--- config.mk ---
export PLATFORM = sky130hd
export DESIGN_NAME = rx_status_queue
export DESIGN_NICKNAME = d
export VERILOG_FILES = /design/src/rtl/rx_status_queue.sv
export SDC_FILE = /design/constraint.sdc
export NUM_CORES = 1
export LEC_CHECK = 0
export BUFFER_PORTS_ARGS = -buffer_cell sky130_fd_sc_hd__buf_2
export CORE_ASPECT_RATIO = 0.5
export CORE_MARGIN = 2
export CORE_UTILIZATION = 60
export DETAILED_ROUTE_END_ITERATION = 10
export GPL_TIMING_DRIVEN = 0
export PLACE_DENSITY_LB_ADDON = 0.12
export SETUP_SLACK_MARGIN = 0.3
export SLEW_MARGIN = 10
export SYNTH_ARGS = -nofsm -noshare
export SYNTH_HDL_FRONTEND = slang
export SYNTH_SLANG_ARGS = --single-unit
--- constraint.sdc ---
create_clock -name clk -period 2.65 [get_ports clk]
set_input_delay 0.3975 -clock clk [delete_from_list [all_inputs] [get_ports clk]]
set_output_delay 0.3975 -clock clk [all_outputs]
set_load 0.005 [all_outputs]
--- src/rtl/rx_status_queue.sv ---
module rx_status_queue #(
  parameter int DEPTH     = 8,
  parameter int MAX_BYTES = 1514
) (
  input  logic        clk,
  input  logic        rst_n,
  input  logic        rx_reset,
  input  logic        mac_sop,
  input  logic [10:0] mac_count,
  input  logic        mac_eop,
  input  logic [3:0]  mac_err,
  input  logic        host_discard,
  output logic [15:0] host_status,
  output logic        rx_busy,
  output logic        stat_ovr
);
  localparam int PW = (DEPTH > 1) ? $clog2(DEPTH) : 1;
  localparam int OW = $clog2(DEPTH + 1);
  localparam logic [10:0]   CAP    = 11'(MAX_BYTES);
  localparam logic [PW-1:0] LAST   = PW'(DEPTH - 1);
  localparam logic [OW-1:0] FULL_N = OW'(DEPTH);

  logic [14:0]   slot [DEPTH];
  logic [PW-1:0] rd_p, wr_p;
  logic [OW-1:0] occ;
  logic [10:0]   run_cnt;
  logic          busy;
  logic          empty, full, open_pkt, close_pkt, pop;
  logic [10:0]   cnt_sat;
  logic [3:0]    code;

  assign empty     = (occ == '0);
  assign full      = (occ == FULL_N);
  assign open_pkt  = mac_sop && !busy && !full;
  assign close_pkt = mac_eop && busy;
  assign pop       = host_discard && !empty;
  assign cnt_sat   = (mac_count > CAP) ? CAP : mac_count;

  always_comb begin
    if (mac_count > CAP) code = 4'b1001;
    else begin
      case (mac_err)
        4'b1000, 4'b1001, 4'b1011, 4'b1100, 4'b1101, 4'b0010: code = mac_err;
        default: code = 4'b0000;
      endcase
    end
  end

  always_ff @(posedge clk or negedge rst_n) begin
    if (!rst_n) begin
      busy <= 1'b0; run_cnt <= '0; rd_p <= '0; wr_p <= '0; occ <= '0;
    end else if (rx_reset) begin
      busy <= 1'b0; run_cnt <= '0; rd_p <= '0; wr_p <= '0; occ <= '0;
    end else begin
      if (open_pkt) begin
        busy    <= 1'b1;
        run_cnt <= cnt_sat;
      end else if (close_pkt) begin
        busy    <= 1'b0;
        run_cnt <= '0;
      end else if (busy) begin
        run_cnt <= cnt_sat;
      end
      if (close_pkt) wr_p <= (wr_p == LAST) ? '0 : wr_p + PW'(1);
      if (pop)       rd_p <= (rd_p == LAST) ? '0 : rd_p + PW'(1);
      occ <= occ + OW'(close_pkt) - OW'(pop);
    end
  end

  always_ff @(posedge clk) begin
    if (close_pkt) slot[wr_p] <= {code, cnt_sat};
  end

  assign host_status = empty ? {1'b1, 4'b0000, run_cnt} : {1'b0, slot[rd_p]};
  assign rx_busy     = busy;
  assign stat_ovr    = full;
endmodule

# Yosys cells after proc, flatten, opt, wreduce, memory -nomap -nowiden
# Memories as Yosys holds them, arrays and structs flattened.
# Cells that the tools add are included.
# word_totals
regBits,22
ramBits,120
input_bits,21
out_inout_bits,18
word_cells,53
mem_count,1
# op_classes
addsub,4
magnitude_cmp,1
n_eq_ne,9
muxes,20
n_reduce_logical,13
# memory_table
memory,words,word_bits,read_ports,rd_clocked_by_memory_dff,wr,line,text
slot,8,15,1,0,1,23,logic [14:0] slot [DEPTH];
# op_table
cell,count
$mux 11,5
$eq 4x4->1 const B,6
$mux 3,6
$mux 16,1
$mux 4,3
$gt 11x11->1 const B,1
$add 3x1->3 const B,2
$eq 3x3->1 const B,2
$reduce_or 6->1,1
$mux 1,5
$add 4x1->4,1
$eq 4x2->1 const B,1
$logic_and 1x1->1,4
$logic_not 4->1,1
$reduce_bool 2->1,2
$reduce_bool 4->1,1
$sub 4x1->4,1
$logic_not 1->1,3
$reduce_bool 3->1,1

# Logic depth before layout (Yosys ltp)
# logic_depth
ltp_word,6
depth_mapped,12

# Worst setup path before layout
# No wires, ideal clock.
# synth_path
path_type,register -> register
start,register busy (netlist: rx_busy)
end,memory slot[0][0] (enable)
arrival_time_ps,1979
t_required_ps,2244
path_slack_ps,265
stages_incl_launch_ff,4
path_buffers,0
synth_period_minus_slack_ps,2385
cell_sequence,dfrtp_1 -> nand2_1 -> or2_2 -> nor3_1
# synth_via
elab_chain_len,3
# synth_lines
element,line,text
"start, declared",27,logic busy;
"start signal, assigned",51,busy <= 1'b0; run_cnt <= '0; rd_p <= '0; wr_p <= '0; occ <= '0;
"start signal, assigned",53,busy <= 1'b0; run_cnt <= '0; rd_p <= '0; wr_p <= '0; occ <= '0;
"start signal, assigned",56,busy <= 1'b1;
$logic_and 1x1->1,35,assign close_pkt = mac_eop && busy;
$mux 1,71,"if (close_pkt) slot[wr_p] <= {code, cnt_sat};"
$mux 1 (implied by the code),71,
"end, declared",23,
# No other way between the ends.

# Final worst setup path
# layout_path
start,register rd_p[0]
end,output port host_status[10]
# layout_via
elab_chain_len,2
# layout_lines
element,line,text
"start, declared",24,"logic [PW-1:0] rd_p, wr_p;"
"start signal, assigned",65,if (pop) rd_p <= (rd_p == LAST) ? '0 : rd_p + PW'(1);
$mem_v2 8x15,--,
$mux 16,74,"assign host_status = empty ? {1'b1, 4'b0000, run_cnt} : {1'b0, slot[rd_p]};"
"end, declared",13,"output logic [15:0] host_status,"
# No other way between the ends.

==> results_dict.tcl <==
set metrics [dict create \
    p_sw_mw 1.79 \
    status "finished clean" \
    cts_htree_levels 4 \
    first_global_vias 3601 \
    antenna_diode_count 0 \
    initial_antenna_violation_count 0 \
    worst-r2r-setup-slack_ps 360 \
    vdd_ir_drop_max_mv 0.621 \
    worstPathMaxFanout 6 \
    syn_area_mm2 0.00595 \
    grt_overflow 0 \
    critPathLaunchType "register" \
    core_area_mm2 0.00954 \
    totalWireLength_um 13900 \
    placement.setup.worst_slack_ps -124 \
    postSynthNetCount 378 \
    track_usage_pct 27.9 \
    crit_path_cell_trace "buf_8, buf_12, mux4_2, mux2i_1, o21ai_1, buf_2" \
    finalWorstPathRequiredPeriod_ps 2450 \
    grt_first_pass_wirelength_um 20500 \
    gp_routability_congestion 0.816 \
    worst_pin_slew_ps 1020 \
    seq_area_frac_synth_pct 69.8 \
    worstSkewPairLatency_ps 420 \
    arrival_ps 2060 \
    sw_frac_of_total_pct 27.8 \
    fmax_mhz 408 \
    synthCells 346 \
    fin_crit_sh_pct 92.6 \
    report.power.total_mw 6.43 \
    pin_count_of_the_biggest_net_entering_global_routing 23 \
    drc 0 \
    final_hold_viols 0 \
    cts_tree "yes" \
    max_cap_viol_count 0 \
    worst_endpoint_required_time_ps 2250 \
    die_h_um 74.4 \
    detail-route-antenna-nets 0 \
    crit_path_end_kind "output port" \
    drive_above_1_share_pct 37.8 \
    floorplan.io_pins 39 \
    flow.area_growth_from_synthesis_pct 21.5 \
    seqCellArea_mm2 0.00415 \
    fillerInstances 548 \
    intPower_mw 4.65 \
    cp_slowest_stage_delay_ps 500 \
    pwr_density_cell_mw_per_mm2 890 \
    timing.max_slew.rel_slack_pct 31.4 \
    floorplan.rows 25 \
    clock-root-buffer "sky130_fd_sc_hd__clkbuf_16" \
    vias 3473 \
    crit_path_class "reg2out" \
    floorplan.die.width_um 145 \
    number_of_cts_inserted_buffers 17 \
    final.setup_skew_ps 8.61 \
    drt-vias-per-instance 6.10 \
    drt-wirelength-per-cell_um 24.4 \
    postLayoutSetupSlackWorst_ps 197 \
    initial_core_util_pct 62.3 \
    initialDrtViolationCount 300 \
    timing.hold.worst.class "in2reg" \
    pwr-share-clk_pct 33.6 \
    numPortBuffers 38 \
    synth.lib_cells_used.distinct 43 \
    cts_buffer_depth 2 \
    ys_warn_count 0 \
    multi_input_comb_area_mm2 0.00177 \
    drtPass1Iterations 5 \
    fin_nets 454 \
    critical-path-slowest-cell "sky130_fd_sc_hd__mux4_2" \
    p_leak_nw 2.60 \
    die_area_mm2 0.0108 \
    final_max_slew_viol_count 0 \
    setup_viol 0 \
    rsz0062_at_grt "yes" \
    layoutNonFillerInstCount 569 \
    hpwl_um 8690 \
    clock_sinks 142 \
    power_frac_seq_pct 40.4 \
    synth.avg_cell_area_um2 17.2 \
    clk_transition_reported_paths_ps 50 \
    power.share.combinational_pct 26.0 \
    place_inst 527 \
    synth.ff_latch_count 142 \
]
[what timing repair did]
item                                   in CTS  in global routing
cloned                                      1                  1
pin swaps                                   0                  5
resized for setup                          26                 23
setup endpoints to repair                  20                 18
endpoints found under the hold margin      22                  0
hold buffers                                1                  0
buffers inserted                            5                  3
[sequential cells by signal, indices dropped and copies added (netlist names)]
| signal | flops |
|---|---|
| slot | 120 |
| run_cnt | 11 |
| occ | 4 |
| rd_p | 3 |
| wr_p | 3 |
| rx_busy | 1 |
[worst paths after layout]
kind                              from               to  cells past startpoint
setup / recovery               rd_p[0]  host_status[10]                      6
hold / removal                 mac_eop          wr_p[2]                      3
setup reg to reg                occ[2]           occ[1]                     11
hold reg to reg            run_cnt[10]      run_cnt[10]                      1
max in group asynchronous        rst_n       run_cnt[4]                      2
min in group asynchronous        rst_n           occ[2]                      2
[cell families after synthesis]
group                    after synthesis  synth area share [%]
flip-flops                           142                  69.8
AND/OR/NAND/NOR                       72                  6.21
multiplexers                          46                  14.1
AO/OA/AOI/OAI                         43                  4.88
buffers and inverters                 29                  2.15
adder cells (fa/ha/maj)               11                  2.44
XOR/XNOR                               3                 0.442
[per-layer routing]
metal,up-vias,global-route usage (%),wire (um)
li1,1508,-,-
met1,1771,36.6,5660
met2,171,44.5,6790
met3,23,10.4,1200
met4,0,9.17,204
met5,-,0,0
[layout by cell type (no fill, tap or decap), types with 2 or more instances in the layout]
| master | n |
|---|---|
| sky130_fd_sc_hd__edfxtp_1 | 120 |
| sky130_fd_sc_hd__buf_2 | 44 |
| sky130_fd_sc_hd__mux4_2 | 30 |
| sky130_fd_sc_hd__nand2_1 | 26 |
| sky130_fd_sc_hd__dfrtp_1 | 22 |
| sky130_fd_sc_hd__clkbuf_16 | 18 |
| sky130_fd_sc_hd__mux2i_1 | 14 |
| sky130_fd_sc_hd__nor2_1 | 12 |
| sky130_fd_sc_hd__a21oi_1 | 11 |
| sky130_fd_sc_hd__o21ai_1 | 10 |
| sky130_fd_sc_hd__inv_1 | 9 |
| sky130_fd_sc_hd__a22o_2 | 8 |
| sky130_fd_sc_hd__buf_4 | 8 |
| sky130_fd_sc_hd__ha_1 | 7 |
| sky130_fd_sc_hd__clkinv_2 | 7 |
| sky130_fd_sc_hd__nor2_2 | 6 |
| sky130_fd_sc_hd__o21ai_0 | 5 |
| sky130_fd_sc_hd__buf_8 | 5 |
| sky130_fd_sc_hd__buf_6 | 5 |
| sky130_fd_sc_hd__inv_2 | 4 |
| sky130_fd_sc_hd__nand2b_1 | 4 |
| sky130_fd_sc_hd__nand3_1 | 4 |
| sky130_fd_sc_hd__clkbuf_1 | 3 |
| sky130_fd_sc_hd__buf_12 | 3 |
| sky130_fd_sc_hd__ha_4 | 3 |
| sky130_fd_sc_hd__xnor2_1 | 2 |
| sky130_fd_sc_hd__nor2b_1 | 2 |
| sky130_fd_sc_hd__mux2i_2 | 2 |
| sky130_fd_sc_hd__o2bb2ai_1 | 2 |
| sky130_fd_sc_hd__clkinv_4 | 2 |
| sky130_fd_sc_hd__clkinvlp_4 | 2 |
[critical path, delay by kind of cell, from the launching register on]
family          cells  cell delay, ps
flops               1             390
mux                 2             680
buf+inv             3             470
compound gates      1             100
[synthesized netlist by cell type (all sizes together)]
cell       n  area share, %
and4b      1           0.17
o21ai     15            1.3
nand4      1           0.11
o211a      1           0.17
nor2b      3           0.32
nor2      18            1.1
dfrtp     22            9.3
nor4bb     1           0.17
a221oi     1           0.25
mux2i     16            2.7
inv       14           0.93
a22o       8            1.3
nand2     26            1.6
buf       10           0.90
xor2       1           0.15
nor4b      1           0.25
or3b       1           0.15
mux4      30             11
nand2b     5           0.53
a32o       1           0.17
or2        2           0.25
o211ai     1           0.13
a21oi     12            1.0
ha        10            2.1
and2       1           0.11
or4b       1           0.17
fa         1           0.34
o2bb2ai    2           0.29
nand4bb    1           0.19
nand3      4           0.34
edfxtp   120             61
clkbuf     5           0.32
nor3       3           0.25
a21o       1           0.13
nor3b      2           0.34
or3        1           0.11
xnor2      2           0.29
a211oi     1           0.13
[final cells by class]
class / instances / share of cell area, %
inverters: 14 / 0.762
clock inverters: 13 / 1.40
multi-input cells: 175 / 24.4
well taps: 135 / 2.34
clock buffers: 18 / 5.94
plain buffers: 15 / 1.83
repair buffers: 57 / 5.83
flip-flops and latches: 142 / 57.5
[per-stage QoR]
| stage | TNS [ps] | util [%] | area, um^2 | hold WS (ps) |
|---|---|---|---|---|
| after floorplan | 0 | - | 5960 | 102 |
| after global placement | -9870 | 66.2 | 6320 | 394 |
| after detailed placement | -308 | 67.6 | 6450 | 400 |
| after CTS | 0 | 74.6 | 7120 | 266 |
| after global routing | 0 | 75.8 | 7230 | 296 |
| final | 0 | 75.8 | 7230 | 279 |
[power groups by stage]
stage,combinational (mW),clock [mW],sequential (mW)
after floorplan,0.876,0,2.61
after global placement,1.27,0,2.62
after detailed placement,1.33,0,2.63
after CTS,1.53,2.17,2.59
after global routing,1.81,2.27,2.61
final,1.67,2.16,2.60
Note: power is estimated with default switching activity, not from simulation.
